==> src/rtl/tdm_arb_pkg.sv <==
package tdm_arb_pkg;

  // Strobes from control to datapath for the slot being opened
  typedef struct packed {
    logic useCpu;
    logic useCpy;
  } arbStrobe_t;

endpackage

==> src/rtl/tdm_arb_ctrl.sv <==
module tdm_arb_ctrl
  import tdm_arb_pkg::*;
#(
  parameter int NUM_CH = 4,
  parameter int ADDR_W = 16,
  parameter logic [ADDR_W-1:0] MAIN_BASE = 16'h2000,
  localparam int CH_W = $clog2(NUM_CH)
) (
  input  logic                     clk,
  input  logic                     rstN,
  input  logic [NUM_CH-1:0]        cpuReq,
  input  logic [NUM_CH*ADDR_W-1:0] cpuAddr,
  input  logic [NUM_CH-1:0]        cpyReq,
  output logic [CH_W-1:0]          slotSel,
  output arbStrobe_t               strobe,
  output logic [NUM_CH-1:0]        cpuClk,
  output logic [CH_W-1:0]          activeCh,
  output logic [NUM_CH-1:0]        grantCpu,
  output logic [NUM_CH-1:0]        grantCpy
);

  localparam logic [CH_W:0] HALF_V = (CH_W+1)'(NUM_CH / 2);

  logic [CH_W-1:0]   slotCnt;
  logic [ADDR_W-1:0] selAddr;
  logic              cpuMain;
  logic [NUM_CH-1:0] chBit;
  logic              startedQ;

  assign slotSel = slotCnt;
  assign chBit   = NUM_CH'(1) << slotCnt;

  // Decode for the channel whose slot opens at the next edge
  always_comb begin
    selAddr       = cpuAddr[slotCnt*ADDR_W +: ADDR_W];
    cpuMain       = cpuReq[slotCnt] && (selAddr >= MAIN_BASE);
    strobe.useCpu = cpuMain;
    strobe.useCpy = !cpuMain && cpyReq[slotCnt];
  end

  always_ff @(posedge clk) begin
    if (!rstN) begin
      slotCnt  <= '0;
      activeCh <= '0;
      grantCpu <= '0;
      grantCpy <= '0;
      startedQ <= 1'b0;
    end else begin
      slotCnt  <= slotCnt + CH_W'(1);
      activeCh <= slotCnt;
      grantCpu <= strobe.useCpu ? chBit : '0;
      grantCpy <= strobe.useCpy ? chBit : '0;
      startedQ <= 1'b1;
    end
  end

  // Clock n is high for the slot of channel n and the one after it
  for (genvar ch = 0; ch < NUM_CH; ch++) begin : g_clk
    logic [CH_W-1:0] phase;
    assign phase = slotCnt - CH_W'(ch);
    always_ff @(posedge clk) begin
      if (!rstN) cpuClk[ch] <= 1'b0;
      else       cpuClk[ch] <= ({1'b0, phase} < HALF_V);
    end
  end

  a_r1_slot_order: assert property (@(posedge clk) disable iff (!rstN)
    startedQ |=> (activeCh == $past(activeCh) + CH_W'(1)));

  a_r5_grant_onehot: assert property (@(posedge clk) disable iff (!rstN)
    $onehot0(grantCpu | grantCpy) && ((grantCpu & grantCpy) == '0));

  a_r5_grant_active: assert property (@(posedge clk) disable iff (!rstN)
    (|(grantCpu | grantCpy)) |-> ((grantCpu | grantCpy) == (NUM_CH'(1) << activeCh)));

  a_r8_clk_duty: assert property (@(posedge clk) disable iff (!rstN)
    startedQ |-> ($countones(cpuClk) == NUM_CH / 2));

  a_r8_clk_own_slot: assert property (@(posedge clk) disable iff (!rstN)
    startedQ |-> cpuClk[activeCh]);

endmodule

==> src/rtl/tdm_arb_datapath.sv <==
module tdm_arb_datapath
  import tdm_arb_pkg::*;
#(
  parameter int NUM_CH = 4,
  parameter int ADDR_W = 16,
  parameter int DATA_W = 8,
  localparam int CH_W = $clog2(NUM_CH)
) (
  input  logic                     clk,
  input  logic                     rstN,
  input  arbStrobe_t               strobe,
  input  logic [CH_W-1:0]          slotSel,
  input  logic [NUM_CH*ADDR_W-1:0] cpuAddr,
  input  logic [NUM_CH*DATA_W-1:0] cpuWData,
  input  logic [NUM_CH-1:0]        cpuWe,
  input  logic [NUM_CH*ADDR_W-1:0] cpyAddr,
  input  logic [NUM_CH*DATA_W-1:0] cpyWData,
  input  logic [NUM_CH-1:0]        cpyWe,
  output logic                     memEn,
  output logic                     memWe,
  output logic [ADDR_W-1:0]        memAddr,
  output logic [DATA_W-1:0]        memWData
);

  logic [ADDR_W-1:0] nxtAddr;
  logic [DATA_W-1:0] nxtData;
  logic              nxtWe;

  always_comb begin
    nxtAddr = '0;
    nxtData = '0;
    nxtWe   = 1'b0;
    if (strobe.useCpu) begin
      nxtAddr = cpuAddr[slotSel*ADDR_W +: ADDR_W];
      nxtData = cpuWData[slotSel*DATA_W +: DATA_W];
      nxtWe   = cpuWe[slotSel];
    end else if (strobe.useCpy) begin
      nxtAddr = cpyAddr[slotSel*ADDR_W +: ADDR_W];
      nxtData = cpyWData[slotSel*DATA_W +: DATA_W];
      nxtWe   = cpyWe[slotSel];
    end
  end

  always_ff @(posedge clk) begin
    if (!rstN) begin
      memEn    <= 1'b0;
      memWe    <= 1'b0;
      memAddr  <= '0;
      memWData <= '0;
    end else begin
      memEn    <= strobe.useCpu | strobe.useCpy;
      memWe    <= nxtWe;
      memAddr  <= nxtAddr;
      memWData <= nxtData;
    end
  end

  a_r4_idle_bus: assert property (@(posedge clk) disable iff (!rstN)
    !memEn |-> (!memWe && memAddr == '0 && memWData == '0));

endmodule

==> src/rtl/tdm_mem_arbiter.sv <==
module tdm_mem_arbiter
  import tdm_arb_pkg::*;
#(
  parameter int NUM_CH = 4,
  parameter int ADDR_W = 16,
  parameter int DATA_W = 8,
  parameter logic [ADDR_W-1:0] MAIN_BASE = 16'h2000,
  localparam int CH_W = $clog2(NUM_CH)
) (
  input  logic                     clk,
  input  logic                     rstN,
  input  logic [NUM_CH-1:0]        cpuReq,
  input  logic [NUM_CH*ADDR_W-1:0] cpuAddr,
  input  logic [NUM_CH*DATA_W-1:0] cpuWData,
  input  logic [NUM_CH-1:0]        cpuWe,
  input  logic [NUM_CH-1:0]        cpyReq,
  input  logic [NUM_CH*ADDR_W-1:0] cpyAddr,
  input  logic [NUM_CH*DATA_W-1:0] cpyWData,
  input  logic [NUM_CH-1:0]        cpyWe,
  output logic [NUM_CH-1:0]        cpuClk,
  output logic [CH_W-1:0]          activeCh,
  output logic [NUM_CH-1:0]        grantCpu,
  output logic [NUM_CH-1:0]        grantCpy,
  output logic                     memEn,
  output logic                     memWe,
  output logic [ADDR_W-1:0]        memAddr,
  output logic [DATA_W-1:0]        memWData
);

  arbStrobe_t      strobe;
  logic [CH_W-1:0] slotSel;

  tdm_arb_ctrl #(
    .NUM_CH(NUM_CH), .ADDR_W(ADDR_W), .MAIN_BASE(MAIN_BASE)
  ) u_ctrl (
    .clk(clk), .rstN(rstN), .cpuReq(cpuReq), .cpuAddr(cpuAddr),
    .cpyReq(cpyReq), .slotSel(slotSel), .strobe(strobe),
    .cpuClk(cpuClk), .activeCh(activeCh),
    .grantCpu(grantCpu), .grantCpy(grantCpy)
  );

  tdm_arb_datapath #(
    .NUM_CH(NUM_CH), .ADDR_W(ADDR_W), .DATA_W(DATA_W)
  ) u_dp (
    .clk(clk), .rstN(rstN), .strobe(strobe), .slotSel(slotSel),
    .cpuAddr(cpuAddr), .cpuWData(cpuWData), .cpuWe(cpuWe),
    .cpyAddr(cpyAddr), .cpyWData(cpyWData), .cpyWe(cpyWe),
    .memEn(memEn), .memWe(memWe), .memAddr(memAddr), .memWData(memWData)
  );

  // a grant and a live bus go together
  a_r2_en_has_grant: assert property (@(posedge clk) disable iff (!rstN)
    memEn == (|(grantCpu | grantCpy)));

endmodule

==> config.mk <==
export PLATFORM = sky130hd
export DESIGN_NAME = tdm_mem_arbiter
export DESIGN_NICKNAME = d
export VERILOG_FILES = /design/src/rtl/tdm_arb_pkg.sv /design/src/rtl/tdm_arb_ctrl.sv /design/src/rtl/tdm_arb_datapath.sv /design/src/rtl/tdm_mem_arbiter.sv
export SDC_FILE = /design/constraint.sdc
export NUM_CORES = 1
export LEC_CHECK = 0
export CORE_ASPECT_RATIO = 2
export CORE_MARGIN = 5
export CORE_UTILIZATION = 31
export CTS_CLUSTER_DIAMETER = 40
export DETAILED_ROUTE_END_ITERATION = 10
export PLACE_DENSITY = 0.86
export SYNTH_ARGS = -nofsm -noshare
export SYNTH_HDL_FRONTEND = slang
export SYNTH_SLANG_ARGS = --single-unit
==> constraint.sdc <==
create_clock -name clk -period 2.85 [get_ports clk]
set_clock_uncertainty 0.2 [all_clocks]
set_input_delay 0.57 -clock clk [delete_from_list [all_inputs] [get_ports clk]]
set_output_delay 0.57 -clock clk [all_outputs]
set_load 0.01 [all_outputs]
; Word level (Yosys, flattened, before mapping)
; Index checks and enable logic that the tools add are counted.
[word_totals]
in_bits = 210
regBits = 42
word_cells = 47
[classes]
magnitude_cmp = 6
n_reduce_logical = 5
bitwise_logic = 1
muxes = 14
n_addsub = 4
shifts = 5
[op_table]
columns = cell, n
row1 = $shiftx A64 B7 Y16, 2
row2 = $shiftx A32 B6 Y8, 2
row3 = $mux W16, 2
row4 = $ge A16 B14 Y1 const B, 1
row5 = $mux W8, 2
row6 = $bmux W1 S2, 4
row7 = $lt A2 B2 Y1 const B, 4
row8 = $mux W1, 6
row9 = $reduce_and A2 Y1, 2
row10 = $shl A1 B2 Y4 const A, 1
row11 = $sub A2 B2 Y2 const B, 2
row12 = $lt A2 B3 Y1 const B, 1
row13 = $add A2 B1 Y2 const B, 1
row14 = $logic_and A1 B1 Y1, 2
row15 = $sub A2 B1 Y2 const B, 1
row16 = $logic_not A1 Y1, 1
row17 = $or A1 B1 Y1, 1

; Logic depth before layout (Yosys ltp)
[logic_depth]
depth_word = 7
ltp_mapped = 7
ltp_nobuf = 4

; Cells and area by module
; Synthesis repeated with hierarchy kept, for this count alone.
[unflattened]
hier_cells = 259
hier_area_um2 = 2772.7
[by_module_without_submodules]
columns = mod, area_per_inst_um2, instances, seq_area_each_um2, cells_per_inst
row1 = tdm_arb_datapath, 2149.6, 1, 520.5, 201
row2 = tdm_arb_ctrl, 623.1, 1, 280.3, 58

; Worst setup path before layout
; No wires, ideal clock.
[synth_timing]
kind = input to register
startpoint = input cpuAddr[61]
endpoint = register u_dp.memAddr[4]
required_ns = 2.562
n_path_buf = 1
slack_ns = 0.738
cell_stages = 4
setup_time_ns = 0.088
arrival_ns = 1.823
path_cell_list = mux4_2 > o31a_1 > buf_4 > o32ai_2
[synth_between]
elab_chain_len = 7
[synth_lines]
columns = item, line
row1 = "start, declared", tdm_mem_arbiter.sv:13  ; input logic [NUM_CH*ADDR_W-1:0] cpuAddr,
row2 = $shiftx A64 B7 Y16 (*), tdm_arb_ctrl.sv:35  ; selAddr = cpuAddr[slotCnt*ADDR_W +: ADDR_W];
row3 = $ge A16 B14 Y1 (*), tdm_arb_ctrl.sv:36  ; cpuMain = cpuReq[slotCnt] && (selAddr >= MAIN_BASE);
row4 = $logic_and A1 B1 Y1 (*), tdm_arb_ctrl.sv:36
row5 = $logic_not A1 Y1, tdm_arb_ctrl.sv:38  ; strobe.useCpy = !cpuMain && cpyReq[slotCnt];
row6 = $logic_and A1 B1 Y1, tdm_arb_ctrl.sv:38
row7 = $mux W16, tdm_arb_datapath.sv:37  ; end else if (strobe.useCpy) begin
row8 = $mux W16 (*), tdm_arb_datapath.sv:33  ; if (strobe.useCpu) begin
row9 = "end signal, assigned", tdm_arb_datapath.sv:53  ; memAddr <= nxtAddr;
row10 = "end, declared", tdm_arb_datapath.sv:21  ; output logic [ADDR_W-1:0] memAddr,
; Mark *: on every way between the ends. The rest lies on a longest branch, timed or not.
; A chain may end at the register's enable or synchronous reset.

; Final worst setup path
[layout_timing]
startpoint = input cpuAddr[46]
endpoint = register u_dp.memWData[5]
[layout_between]
elab_chain_len = 7
[layout_lines]
columns = item, line
row1 = $shiftx A64 B7 Y16 (*), tdm_arb_ctrl.sv:35
row2 = $ge A16 B14 Y1 (*), tdm_arb_ctrl.sv:36
row3 = $logic_and A1 B1 Y1 (*), tdm_arb_ctrl.sv:36
row4 = $logic_not A1 Y1, tdm_arb_ctrl.sv:38
row5 = $logic_and A1 B1 Y1, tdm_arb_ctrl.sv:38
row6 = $mux W8, tdm_arb_datapath.sv:37
row7 = $mux W8 (*), tdm_arb_datapath.sv:33
row8 = "end signal, assigned", tdm_arb_datapath.sv:54  ; memWData <= nxtData;
row9 = "end, declared", tdm_arb_datapath.sv:22  ; output logic [DATA_W-1:0] memWData
; Marks and branches as above.

==> results.py <==
metrics = {
    "cts": {
        "postCtsSetupBuffers": 0,
        "h-tree-depth": 2,
        "post_cts_resized": 0,
        "postCtsHoldBufs": 0,
        "clkTransAtPathRegs_ps": 60,
        "clock_path_buffers": 2,
        "cts_tree": "yes",
        "cts_made_buffers": 5,
        "cts.sinks": 40,
        "root_buffer": "clkbuf_16",
        "clk_latency_ps": 280,
    },
    "synth": {
        "syn_area_per_cell_um2": 12.5,
        "ys_ff_latch": 40,
        "yosysWarnings": 0,
        "yosysSeqAreaShare_pct": 29.2,
        "synthDistinctLibCells": 24,
        "syn_nets": 433,
        "netlist_area_mm2": 0.00275,
        "syn-instance-count": 219,
    },
    "place": {
        "place_ws_ps": 154,
        "globalplace.congestion": 0.855,
        "port_buffers": 249,
        "dp_hpwl_um": 9810,
    },
    "timing": {
        "fmax_ghz": 0.414,
        "fin_ws_ps": 433,
        "grt_setup_unrepaired": "no",
        "setup_viol_count_final": 0,
        "hold_viol_final": 0,
        "slew_headroom_pct": 60.1,
        "post-route-period-util_pct": 84.8,
        "worst_pin_slew_ps": 598,
        "period_needed_ps": 2420,
        "drv_slew": 0,
        "tns_ps": 0,
    },
    "power_and_ir_drop": {
        "vdd_drop_max_v": 0.000285,
        "p_switching_w": 0.000549,
        "total_power_w": 0.00221,
        "p_comb_share_pct": 39.8,
        "p_leak_nw": 2.09,
        "clockPowerShare_pct": 30.4,
        "switching_share_pct": 24.9,
        "powerDensity_mw_per_mm2": 402,
        "p_int_w": 0.00166,
        "p_seq_share_pct": 29.8,
    },
    "final_layout": {
        "diodes": 0,
        "utilization_pct": 63.6,
        "multi_input_area_mm2": 0.00163,
        "nFillCells": 707,
        "final_common_cell": "clkdlybuf4s50_1",
        "regArea_um2": 806,
        "area_growth_pct": 100,
        "final_cell_mix": "clkdlybuf4s50_1 (249), mux4_2 (52), inv_1 (51)",
        "drive_above_1_share_pct": 16.5,
        "fin_nets": 675,
    },
    "worst_setup_path": {
        "cp_data_required_time_ps": 2830,
        "worstSetupStartpointType": "input pin",
        "arrival_ps": 2390,
        "end_kind": "register",
        "r2r_slack_ps": 550,
        "critical_path.max_fanout": 17,
        "worst-setup-path-type": "input pin to register",
    },
    "floorplan": {
        "core_mm2": 0.00865,
        "boundaryPins": 250,
        "die_w_um": 76.5,
        "rows": 48,
        "fp.dieArea_mm2": 0.0110,
        "initial_core_util_pct": 31.7,
        "die_h_um": 143,
    },
    "global_route": {
        "grt_max_degree": 40,
        "grt_pass1_vias": 3230,
        "grt_overflow": 0,
        "grt_pass1_wl_um": 16700,
        "antenna_found_initial": 1,
        "grtUsageTotal_pct": 19.8,
    },
    "drt": {
        "vias_per_cell": 5.12,
        "num_vias": 2878,
        "wl_per_cell_um": 20.3,
        "drt_first_pass_iters": 4,
        "drc": 0,
        "drtAntennaViolNets": 0,
        "initialDrtViolationCount": 104,
        "routed_wl_um": 11400,
    },
    "run_status": {
        "run_status": "finished clean",
    },
    "flow_run": {
        "drv_cap": 0,
    },
    "min_path": {
        "holdCritPathClass": "register to register",
    },
}
[state kept, by name, indices dropped and copies added, names as in the netlist]
| name | count |
|---|---|
| u_ctrl.activeCh | 1 |
| u_dp.memEn | 1 |
| u_ctrl.grantCpu | 4 |
| u_ctrl.cpuClk | 4 |
| u_ctrl.grantCpy | 4 |
| u_dp.memWData | 8 |
| u_dp.memWe | 1 |
| u_dp.memAddr | 16 |
| u_ctrl.slotSel | 1 |
[stage by stage]
step	instances	cell area, um^2	hold slack [ps]
finish	562	5500	705
global route	562	5500	747
CTS	562	5500	707
detailed placement	554	5310	665
global placement	554	5310	660
floorplan	219	2750	409
[cell type report]
class / instances / area share (%)
multi-input combinational: 106 / 29.6
sequential: 40 / 14.7
tap: 100 / 2.28
clock inverter: 1 / 0.546
timing repair buffer: 257 / 46.7
inverter: 51 / 3.48
clock buffer: 7 / 2.78
[cells in the mapped netlist]
library cell,number,area [um^2]
buf_2,8,40.0
nor2b_1,3,18.8
buf_4,3,22.5
nor2_1,4,15.0
o31a_1,1,8.76
mux2i_1,1,10.0
nor3_1,4,20.0
a22oi_2,1,12.5
o32ai_1,19,166
clkbuf_1,4,15.0
buf_1,4,15.0
o311ai_4,1,26.3
buf_6,3,33.8
o21a_1,1,7.51
mux4_2,52,1170
inv_1,51,191
o32ai_2,2,32.5
o31ai_1,3,22.5
nand2_1,1,3.75
and2_1,3,18.8
dfxtp_1,40,801
nand3_1,4,20.0
ha_1,4,50.1
mux2_2,2,22.5
[power by group through the flow]
stage	Clock [W]	Sequential [W]	Combinational, W
floorplan	0	0.000687	0.000380
detailed placement	0	0.000672	0.000887
global placement	0	0.000671	0.000868
finish	0.000671	0.000659	0.000880
CTS	0.000687	0.000660	0.000892
global route	0.000704	0.000665	0.000939
[critical path: stages]
cell and delay, ps:
clkdlybuf4s50_1 430, mux4_2 550, o31a_1 320, buf_4 210, o32ai_1 300
[cell families (layout without fill, tap and decap cells)]
kind of cell,count (synthesis),after routing,synth area share [%]
flops,40,40,29.2
fa+ha+maj,4,4,1.82
mux,55,55,43.8
compound gates,28,28,10.1
buf+inv,73,316,11.6
simple gates,19,19,3.51
[path summary, 6_finish.rpt]
check	start	end	cells past startpoint
worst max register to register	u_ctrl.cpuClk[1]	u_dp.memWData[5]	4
worst min register to register	u_ctrl.slotSel[0]	u_dp.memAddr[14]	3
worst min-delay path	u_ctrl.slotSel[0]	u_dp.memAddr[14]	3
worst max-delay path	cpuAddr[46]	u_dp.memWData[5]	5
[layer usage]
metal / global-route usage, % / wire, um / vias to the layer above
li1: - / - / 1313
met1: 19.3 / 3600 / 1376
met2: 37.7 / 6500 / 156
met3: 6.00 / 927 / 31
met4: 8.57 / 391 / 2
met5: 0 / 13 / -
No activity file was read; power rests on OpenSTA's default activity.
